## src/rtl/spi_dbuf_pkg.sv

```systemverilog
package spi_dbuf_pkg;

  typedef enum logic {
    SCK_LOW  = 1'b0,
    SCK_HIGH = 1'b1
  } sck_level_t;

  // Bus cycles per serial-clock phase
  function automatic int half_of(input int div);
    return div / 2;
  endfunction

  // Bits needed to count phases (at least one bit)
  function automatic int phase_cnt_bits(input int div);
    return (div / 2 > 1) ? $clog2(div / 2) : 1;
  endfunction

endpackage

```

## src/rtl/spi_dbuf_clkgen.sv

```systemverilog
module spi_dbuf_clkgen #(
  parameter int CLK_DIV = 4
) (
  input  logic clk,
  input  logic rst_n,
  input  logic run,
  output logic phase_tick
);
  import spi_dbuf_pkg::*;

  localparam int HALF  = half_of(CLK_DIV);
  localparam int CNT_W = phase_cnt_bits(CLK_DIV);
  localparam logic [CNT_W-1:0] LAST = CNT_W'(HALF - 1);

  logic [CNT_W-1:0] cnt_q;

  assign phase_tick = run && (cnt_q == LAST);

  always_ff @(posedge clk or negedge rst_n) begin
    if (!rst_n) begin
      cnt_q <= '0;
    end else if (!run || phase_tick) begin
      cnt_q <= '0;
    end else begin
      cnt_q <= cnt_q + 1'b1;
    end
  end

  initial begin
    if (CLK_DIV < 2 || (CLK_DIV % 2) != 0)
      $error("CLK_DIV must be an even value of at least 2");
  end
endmodule

```

## src/rtl/spi_dbuf_shifter.sv

```systemverilog
module spi_dbuf_shifter #(
  parameter int DATA_W = 8
) (
  input  logic              clk,
  input  logic              rst_n,
  input  logic              phase_tick,
  input  logic              hold_valid,
  input  logic [DATA_W-1:0] hold_data,
  input  logic              miso,
  output logic              hold_take,
  output logic              xfer_done,
  output logic [DATA_W-1:0] rx_byte,
  output logic              active,
  output logic              sclk,
  output logic              mosi
);
  import spi_dbuf_pkg::*;

  localparam int BIT_W = (DATA_W > 2) ? $clog2(DATA_W) : 1;
  localparam logic [BIT_W-1:0] LAST_BIT = BIT_W'(DATA_W - 1);

  function automatic logic [DATA_W-1:0] shift_in(input logic [DATA_W-1:0] sr,
                                                 input logic in_bit);
    return {sr[DATA_W-2:0], in_bit};
  endfunction

  logic [DATA_W-1:0] sr_q;
  logic [BIT_W-1:0]  bit_q;
  logic              active_q;
  sck_level_t        sck_q;
  logic              mosi_q;
  logic              rise_ev;
  logic              fall_ev;

  assign rise_ev   = active_q && phase_tick && (sck_q == SCK_LOW);
  assign fall_ev   = active_q && phase_tick && (sck_q == SCK_HIGH);
  assign xfer_done = fall_ev && (bit_q == LAST_BIT);
  assign hold_take = hold_valid && (!active_q || xfer_done);
  assign rx_byte   = shift_in(sr_q, miso);

  always_ff @(posedge clk or negedge rst_n) begin
    if (!rst_n) begin
      sr_q     <= '0;
      bit_q    <= '0;
      active_q <= 1'b0;
      sck_q    <= SCK_LOW;
      mosi_q   <= 1'b0;
    end else if (!active_q) begin
      if (hold_valid) begin
        sr_q     <= hold_data;
        bit_q    <= '0;
        active_q <= 1'b1;
      end
    end else if (rise_ev) begin
      sck_q  <= SCK_HIGH;
      mosi_q <= sr_q[DATA_W-1];
    end else if (fall_ev) begin
      sck_q <= SCK_LOW;
      if (xfer_done) begin
        bit_q <= '0;
        if (hold_valid) begin
          sr_q <= hold_data;
        end else begin
          sr_q     <= rx_byte;
          active_q <= 1'b0;
        end
      end else begin
        sr_q  <= rx_byte;
        bit_q <= bit_q + 1'b1;
      end
    end
  end

  assign active = active_q;
  assign sclk   = (sck_q == SCK_HIGH);
  assign mosi   = mosi_q;
endmodule

```

## src/rtl/spi_dbuf_hostregs.sv

```systemverilog
module spi_dbuf_hostregs #(
  parameter int DATA_W = 8
) (
  input  logic              clk,
  input  logic              rst_n,
  input  logic              wr_en,
  input  logic [DATA_W-1:0] wr_data,
  input  logic              stat_rd,
  input  logic              data_rd,
  input  logic              hold_take,
  input  logic              xfer_done,
  input  logic [DATA_W-1:0] rx_byte,
  output logic              hold_valid,
  output logic [DATA_W-1:0] hold_data,
  output logic              tx_empty,
  output logic              rx_full,
  output logic [DATA_W-1:0] rx_data
);
  logic              hold_v_q;
  logic [DATA_W-1:0] hold_d_q;
  logic              full_q;
  logic              armed_q;
  logic [DATA_W-1:0] rx_q;
  logic              wr_accept;
  logic              clr_fire;

  assign wr_accept = wr_en && !hold_v_q;
  assign clr_fire  = data_rd && armed_q;

  always_ff @(posedge clk or negedge rst_n) begin
    if (!rst_n) begin
      hold_v_q <= 1'b0;
      hold_d_q <= '0;
    end else if (wr_accept) begin
      hold_v_q <= 1'b1;
      hold_d_q <= wr_data;
    end else if (hold_take) begin
      hold_v_q <= 1'b0;
    end
  end

  always_ff @(posedge clk or negedge rst_n) begin
    if (!rst_n) begin
      full_q  <= 1'b0;
      armed_q <= 1'b0;
      rx_q    <= '0;
    end else if (xfer_done) begin
      full_q  <= 1'b1;
      armed_q <= 1'b0;
      rx_q    <= rx_byte;
    end else if (clr_fire) begin
      full_q  <= 1'b0;
      armed_q <= 1'b0;
    end else if (stat_rd && full_q) begin
      armed_q <= 1'b1;
    end
  end

  assign hold_valid = hold_v_q;
  assign hold_data  = hold_d_q;
  assign tx_empty   = !hold_v_q;
  assign rx_full    = full_q;
  assign rx_data    = rx_q;
endmodule

```

## src/rtl/spi_dbuf_master.sv

```systemverilog
module spi_dbuf_master #(
  parameter int DATA_W  = 8,
  parameter int CLK_DIV = 4
) (
  input  logic              clk,
  input  logic              rst_n,
  input  logic              wr_en,
  input  logic [DATA_W-1:0] wr_data,
  input  logic              stat_rd,
  input  logic              data_rd,
  output logic [DATA_W-1:0] rx_data,
  output logic              tx_empty,
  output logic              rx_full,
  output logic              busy,
  output logic              sclk,
  output logic              mosi,
  input  logic              miso
);
  logic              phase_tick;
  logic              hold_valid;
  logic [DATA_W-1:0] hold_data;
  logic              hold_take;
  logic              xfer_done;
  logic [DATA_W-1:0] rx_byte;
  logic              active;

  spi_dbuf_clkgen #(.CLK_DIV(CLK_DIV)) clkgen_i (
    .clk        (clk),
    .rst_n      (rst_n),
    .run        (active),
    .phase_tick (phase_tick)
  );

  spi_dbuf_shifter #(.DATA_W(DATA_W)) shifter_i (
    .clk        (clk),
    .rst_n      (rst_n),
    .phase_tick (phase_tick),
    .hold_valid (hold_valid),
    .hold_data  (hold_data),
    .miso       (miso),
    .hold_take  (hold_take),
    .xfer_done  (xfer_done),
    .rx_byte    (rx_byte),
    .active     (active),
    .sclk       (sclk),
    .mosi       (mosi)
  );

  spi_dbuf_hostregs #(.DATA_W(DATA_W)) regs_i (
    .clk        (clk),
    .rst_n      (rst_n),
    .wr_en      (wr_en),
    .wr_data    (wr_data),
    .stat_rd    (stat_rd),
    .data_rd    (data_rd),
    .hold_take  (hold_take),
    .xfer_done  (xfer_done),
    .rx_byte    (rx_byte),
    .hold_valid (hold_valid),
    .hold_data  (hold_data),
    .tx_empty   (tx_empty),
    .rx_full    (rx_full),
    .rx_data    (rx_data)
  );

  assign busy = active;
endmodule

```

## config.mk

```make
export PLATFORM = sky130hd
export DESIGN_NAME = spi_dbuf_master
export DESIGN_NICKNAME = d
export VERILOG_FILES = /design/src/rtl/spi_dbuf_pkg.sv /design/src/rtl/spi_dbuf_clkgen.sv /design/src/rtl/spi_dbuf_shifter.sv /design/src/rtl/spi_dbuf_hostregs.sv /design/src/rtl/spi_dbuf_master.sv
export SDC_FILE = /design/constraint.sdc
export NUM_CORES = 1
export LEC_CHECK = 0
export BUFFER_PORTS_ARGS = -buffer_cell sky130_fd_sc_hd__buf_2
export CAP_MARGIN = 10
export CELL_PAD_IN_SITES_DETAIL_PLACEMENT = 1
export CELL_PAD_IN_SITES_GLOBAL_PLACEMENT = 1
export CORE_MARGIN = 3
export CORE_UTILIZATION = 32
export DETAILED_ROUTE_END_ITERATION = 10
export PLACE_DENSITY = 0.71
export SETUP_SLACK_MARGIN = 0.5
export SLEW_MARGIN = 10
export SYNTH_ARGS = -nofsm -noshare
export SYNTH_HDL_FRONTEND = slang
export SYNTH_SLANG_ARGS = --single-unit
```

## constraint.sdc

```tcl
create_clock -name clk -period 3 [get_ports clk]
set_input_delay 0.6 -clock clk [delete_from_list [all_inputs] [get_ports clk]]
set_output_delay 0.6 -clock clk [all_outputs]
set_load 0.005 [all_outputs]
```

==> run_results.csv, run 1 <==
group,metric,value,unit
outcome,outcome,"completed",
power_and_ir_drop,p_sw,464,uW
timing,maxSlewViolCount,0,
worst_setup_path,cp_top_family,"simple AND/OR/NAND/NOR gates",
power_and_ir_drop,combPwrFrac,0.241,
floorplanning,start_util,0.349,
floorplanning,coreArea,4200,um2
timing,fmax,572,MHz
worst_setup_path,path_max_fanout,16,
routing,viasPerCell,5.20,
worst_setup_path,worstSetupPathType,"flop to flop",
synth,netlist_instances,125,
routing,drt-total-wl,3190,um
synth,synth_ff_type,"dfrtp_1",
finish,mostFrequentLayoutCell,"dfrtp_1",
timing,worstMarginPinSlew,0.749,ns
clock_tree,cts_resized,0,
power_and_ir_drop,seq_power_share,0.497,
synth,async_flop_share,1.00,
synth,synth-edff-count,0,
synth,netlist_area,1470,um2
worst_setup_path,r2r_end,"shifter_i.sr_q[3]",
power_and_ir_drop,power-per-cell-area,909,nW/um2
power_and_ir_drop,p_int,1.10,mW
clock_tree,hold_buffers,0,
timing,finalHoldViolCount,0,
floorplanning,die_area,5430,um2
power_and_ir_drop,max-vdd-ir-drop,0.356,mV
clock_tree,cts_buffers,5,
global_route,antenna_found_initial,0,
clock_tree,clock-sinks,34,
finish,drive_gt1_frac,0.333,
worst_setup_path,reg2reg_depth,3,
placed_design,routabilityCongestion,0.809,
clock_tree,cts_root_buf,"clkbuf_8",
worst_setup_path,crit_buf_inv,0,
floorplanning,io_pins,27,
worst_setup_path,critical_path_arrival,1.89,ns
worst_setup_path,r2r-start,"shifter_i.active",
timing,slew_headroom,0.500,
global_route,grt_first_pass_wirelength,5390,um
synth,syn_area_per_cell,11.7,um2
power_and_ir_drop,pwr-share-clk,0.262,
clock_tree,cts_tree,"yes",
timing,setup_tns,0,ns
global_route,grt_pass1_vias,1071,
worst_setup_path,required,3.14,ns
synth,yosysTopAreaCellShare,0.580,
worst_setup_path,cp-start-kind,"flop",
synth,synth_seq_cells,34,
clock_tree,cts.htree.levels,2,
synth,synthTopCellsByArea,"dfrtp_1, mux2_2, a31oi_1",
synth,synth_seq_area_share,0.580,
routing,antenna_left,0,
floorplanning,fp.dieW,73.7,um
power_and_ir_drop,p_leak,0.798,nW
clock_tree,cts_setup_buffers,0,
clock_tree,clk_path_buf_depth,2,
global_route,grt_max_degree,35,
worst_setup_path,critPathMaxStageDelay,0.58,ns
placed_design,port_buffers,26,
worst_setup_path,endpoint_kind,"flop",
timing,setup_violations,0,
timing,rsz0062_at_grt,"false",
synth,yosysWarnings,0,
routing,wl_per_cell,15.9,um
timing,finClkSkew,0.00960,ns
clock_tree,insertion_delay,0.28,ns
worst_setup_path,worst_path_max_delay_cell,"nor2b_1",
timing,fin_crit,1.75,ns
synth,syn-num-nets,141,
timing,whs,0.374,ns
worst_setup_path,r2r_setup_slack,1.25,ns
finish,synthToLayoutAreaGrowth,17.2,%
synth,synth.largest_area_cell,"dfrtp_1",
routing,drc,0,
finish,final_cell_mix,"dfrtp_1, buf_2, mux2_2, nand3_1, nand2_1",
power_and_ir_drop,switching_share,0.297,
routing,vias,1040,
global_route,grtUsageTotal,0.130,
placed_design,place_hpwl,2400,um
global_route,globalRouteOverflowTotal,0,
floorplanning,rows,23,
worst_setup_path,crit_path_cell_trace,"nor2b_1, or2_1, a31oi_1",
worst_hold_path,hold_class,"input pin to asynchronous set/reset pin",
routing,drt-initial-drc-count,65,
finish,diodes,0,
routing,drt_first_pass_iters,4,
finish,nNetsFinal,165,
synth,synth_cell_types,26,
job,drv_cap,0,
clock_tree,cts.clk_slew.worst_paths,0.07,ns
timing,finalCritPeriodShare,0.583,
floorplanning,dieHeight,73.7,um
finish,n_fill_cell,466,
==> synthesized netlist by cell type (all sizes together) (2+ instances only) <==
cell type and number:
dfrtp 34, mux2 17, nand2 9, nand3 9
a31oi 8, nor3 8, o21ai 8, buf 6
clkbuf 3, nor2 3, a22o 2, and3 2
ha 2, inv 2, nand4 2, nor2b 2
==> worst max-delay path by stage <==
stage                                     end  slack, ns               start  depth (start not counted)
after floorplan             shifter_i.sr_q[1]       1.52  shifter_i.bit_q[0]                          6
after global placement      shifter_i.sr_q[4]       1.28    shifter_i.active                          3
after detailed placement  regs_i.hold_data[6]       1.21               wr_en                          3
after CTS                   shifter_i.sr_q[3]       1.23    shifter_i.active                          3
after global routing        shifter_i.sr_q[3]       1.06    shifter_i.active                          3
final                       shifter_i.sr_q[3]       1.25    shifter_i.active                          3
==> through the flow <==
step           total power, mW  std cells   util  instance area [um2]  setup WS (ns)
2_1_floorplan             1.02        125      -                 1470           1.52
4_1_cts                   1.59        200  0.409                 1720           1.23
3_3_place_gp              1.12        192  0.384                 1610           1.28
6_report                  1.56        200  0.409                 1720           1.25
5_1_grt                   1.67        200  0.409                 1720           1.06
3_5_place_dp              1.17        192  0.384                 1610           1.21
==> routing by layer <==
| metal | vias to the layer above | share of wire | global-route usage |
|---|---|---|---|
| met2 | 29 | 0.47 | 0.197 |
| met4 | 0 | 0.024 | 0.0724 |
| met1 | 507 | 0.45 | 0.173 |
| li1 | 497 | - | - |
| met5 | - | 0 | 0 |
| met3 | 7 | 0.052 | 0.0260 |
==> state kept, by name, indices dropped and copies added (netlist names) <==
name and count:
regs_i.hold_data 8, regs_i.rx_data 8, shifter_i.sr_q 8, shifter_i.bit_q 3, clkgen_i.cnt_q 1, regs_i.armed_q 1, regs_i.hold_valid 1, regs_i.rx_full 1
shifter_i.active 1, shifter_i.mosi 1, shifter_i.sclk 1
==> power groups by stage <==
stage,logic [mW],registers (mW),clock network (mW)
after CTS,0.388,0.777,0.424
final,0.376,0.776,0.409
after global placement,0.353,0.766,0
after global routing,0.422,0.802,0.449
after detailed placement,0.388,0.785,0
after floorplan,0.293,0.725,0
==> logic make-up after synthesis <==
| kind of cell | count (synthesis) | synth area share |
|---|---|---|
| and+or+nand+nor | 38 | 0.133 |
| DFF | 34 | 0.580 |
| AOI/OAI and AO/OA | 20 | 0.0828 |
| muxes | 18 | 0.137 |
| buffers and inverters | 11 | 0.0375 |
| xor gates and xnor gates | 2 | 0.0119 |
| adders and majority gates | 2 | 0.0171 |
==> cell type report <==
| cell class | instances | area [um2] | area share |
|---|---|---|---|
| flip-flops and latches | 34 | 851 | 0.495 |
| multi-input cells | 80 | 561 | 0.326 |
| repair buffers | 26 | 130 | 0.0757 |
| clock buffers | 7 | 76.3 | 0.0444 |
| well taps | 50 | 62.6 | 0.0364 |
| clock inverters | 1 | 30.0 | 0.0175 |
| inverters | 2 | 7.51 | 0.00437 |
(Power assumes the default switching activity.)
==> inputs of run 2 (changes only) <==
Settings changed: PLACE_DENSITY 0.71 to 0.73.
Clock period 3 ns to 1.5 ns, I/O delays scaled along.
==> run_results.csv, run 2 (synthesized netlist as in run 1, its figures left out) <==
group,metric,value,unit
outcome,outcome,"completed",
global_route,grtUsageTotal,0.162,
global_route,grt_pass1_vias,1313,
floorplanning,die_area,5430,um2
finish,n_fill_cell,459,
clock_tree,cts.htree.levels,2,
finish,synthToLayoutAreaGrowth,46.7,%
worst_setup_path,cp-start-kind,"flop",
timing,setup_ws,0.0793,ns
finish,nNetsFinal,198,
timing,maxSlewViolCount,0,
routing,drt-total-wl,4040,um
worst_setup_path,critical_path_arrival,1.59,ns
worst_setup_path,reg2reg_depth,4,
worst_hold_path,min_from,"wr_data[5]",
worst_setup_path,required,1.67,ns
worst_setup_path,r2r-start,"shifter_i.bit_q[1]",
timing,slew_headroom,0.846,
worst_hold_path,hold_class,"input pin to flop",
floorplanning,rows,23,
clock_tree,clk_path_buf_depth,2,
finish,final_cell_area,2150,um2
routing,wl_per_cell,17.4,um
floorplanning,dieHeight,73.7,um
floorplanning,start_util,0.349,
routing,antenna_left,0,
power_and_ir_drop,p_leak,1.01,nW
power_and_ir_drop,max-vdd-ir-drop,0.630,mV
placed_design,post-place-ws,-0.0152,ns
placed_design,port_buffers,26,
worst_setup_path,worstSetupPathType,"flop to flop",
worst_setup_path,r2r_setup_slack,0.08,ns
clock_tree,clock-sinks,34,
finish,drive_gt1_frac,0.566,
worst_setup_path,r2r_end,"regs_i.rx_data[1]",
job,drv_cap,0,
timing,finClkSkew,0.00326,ns
routing,drc,0,
clock_tree,cts_root_buf,"clkbuf_8",
worst_hold_path,hold_depth,2,
timing,fin_crit,1.42,ns
routing,viasPerCell,5.20,
timing,fmax,704,MHz
timing,finalHoldViolCount,0,
timing,finalCritPeriodShare,0.947,
finish,mostFrequentLayoutCell,"dfrtp_1",
finish,multi_input_area,724,um2
timing,setup_tns,0,ns
finish,finish.utilization,0.512,
global_route,grt_max_degree,15,
worst_setup_path,path_max_fanout,5,
clock_tree,cts.clk_slew.worst_paths,0.07,ns
global_route,grt_first_pass_wirelength,6530,um
placed_design,routabilityCongestion,0.765,
timing,worstMarginPinSlew,0.231,ns
floorplanning,fp.dieW,73.7,um
clock_tree,cts_buffers,5,
clock_tree,insertion_delay,0.29,ns
finish,final_cell_mix,"dfrtp_1, buf_2, buf_4, mux2_4",
global_route,antenna_found_initial,0,
routing,drt-initial-drc-count,60,
placed_design,place_hpwl,2590,um
finish,regArea,853,um2
global_route,globalRouteOverflowTotal,0,
power_and_ir_drop,power-per-cell-area,1650,nW/um2
floorplanning,io_pins,27,
routing,drt_first_pass_iters,4,
finish,diodes,0,
worst_hold_path,whs_endpoint,"regs_i.hold_data[5]",
worst_setup_path,endpoint_kind,"flop",
placed_design,placed_area,1730,um2
routing,vias,1206,
timing,rsz0062_at_grt,"true",
clock_tree,cts_tree,"yes",
floorplanning,coreArea,4200,um2
timing,setup_violations,0,
power_and_ir_drop,total_power,3.56,mW
run 2: changes by cell type in the layout (fill, tap and decap cells not counted), sizes merged:
| cell | delta |
|---|---|
| buf | +30 |
| clkinvlp | +1 |
| dlygate4sd3 | +1 |
| nand4 | +1 |
| inv | -1 |
| bufinv | -1 |
| clkbuf | -1 |
| clkinv | +2 |
run 2: final cells by class:
type                    instances  share of cell area
well taps                      50              0.0291
repair buffers                 58               0.195
clock inverters                 2             0.00465
multi-input cells              81               0.337
inverters                       2             0.00524
flip-flops and latches         34               0.397
clock buffers                   5              0.0320
run 2: per-layer routing:
metal,part of all wire,vias up,GRT usage
met5,0,-,0
met4,0.022,0,0.0785
met3,0.044,8,0.0315
met2,0.51,33,0.281
met1,0.42,601,0.190
li1,-,564,-
run 2: power breakdown:
part | internal (mW) | total (mW) | switching [mW]
sequential | 1.27 | 1.57 | 0.300
combinational | 0.828 | 1.35 | 0.522
clock | 0.311 | 0.634 | 0.323
run 2: worst max-delay path: stages (launching register included):
cell and delay (ns):
dfrtp_1 0.43, ha_4 0.19, ha_4 0.19, nand4_4 0.15
mux2_2 0.35
run 2: what timing repair did:
action / 4_1_cts / 5_1_grt
pin swaps: 6 / 8
hold endpoints to repair: 12 / 0
cloned: 2 / 0
setup buffers: 15 / 7
setup endpoints to repair: 45 / 68
hold buffers: 1 / 0
resized for setup: 31 / 5
run 2: how the worst max path moves through the flow:
stage | start | to | slack, ns | cells past startpoint
after global placement | shifter_i.bit_q[0] | shifter_i.sr_q[3] | 0.07 | 5
after CTS | shifter_i.bit_q[0] | regs_i.rx_data[7] | 0.08 | 4
after floorplan | shifter_i.bit_q[0] | shifter_i.sr_q[1] | 0.16 | 6
after detailed placement | shifter_i.bit_q[0] | shifter_i.sr_q[3] | -0.02 | 5
final | shifter_i.bit_q[1] | regs_i.rx_data[1] | 0.08 | 4
after global routing | shifter_i.bit_q[0] | shifter_i.sr_q[0] | 0.03 | 6
run 2: through the flow:
| step | hold slack, ns | std cells |
|---|---|---|
| 3_3_place_gp | 0.204 | 200 |
| 3_5_place_dp | 0.217 | 200 |
| 4_1_cts | 0.231 | 225 |
| 6_report | 0.239 | 232 |
| 5_1_grt | 0.232 | 232 |
| 2_1_floorplan | 0.00441 | 125 |
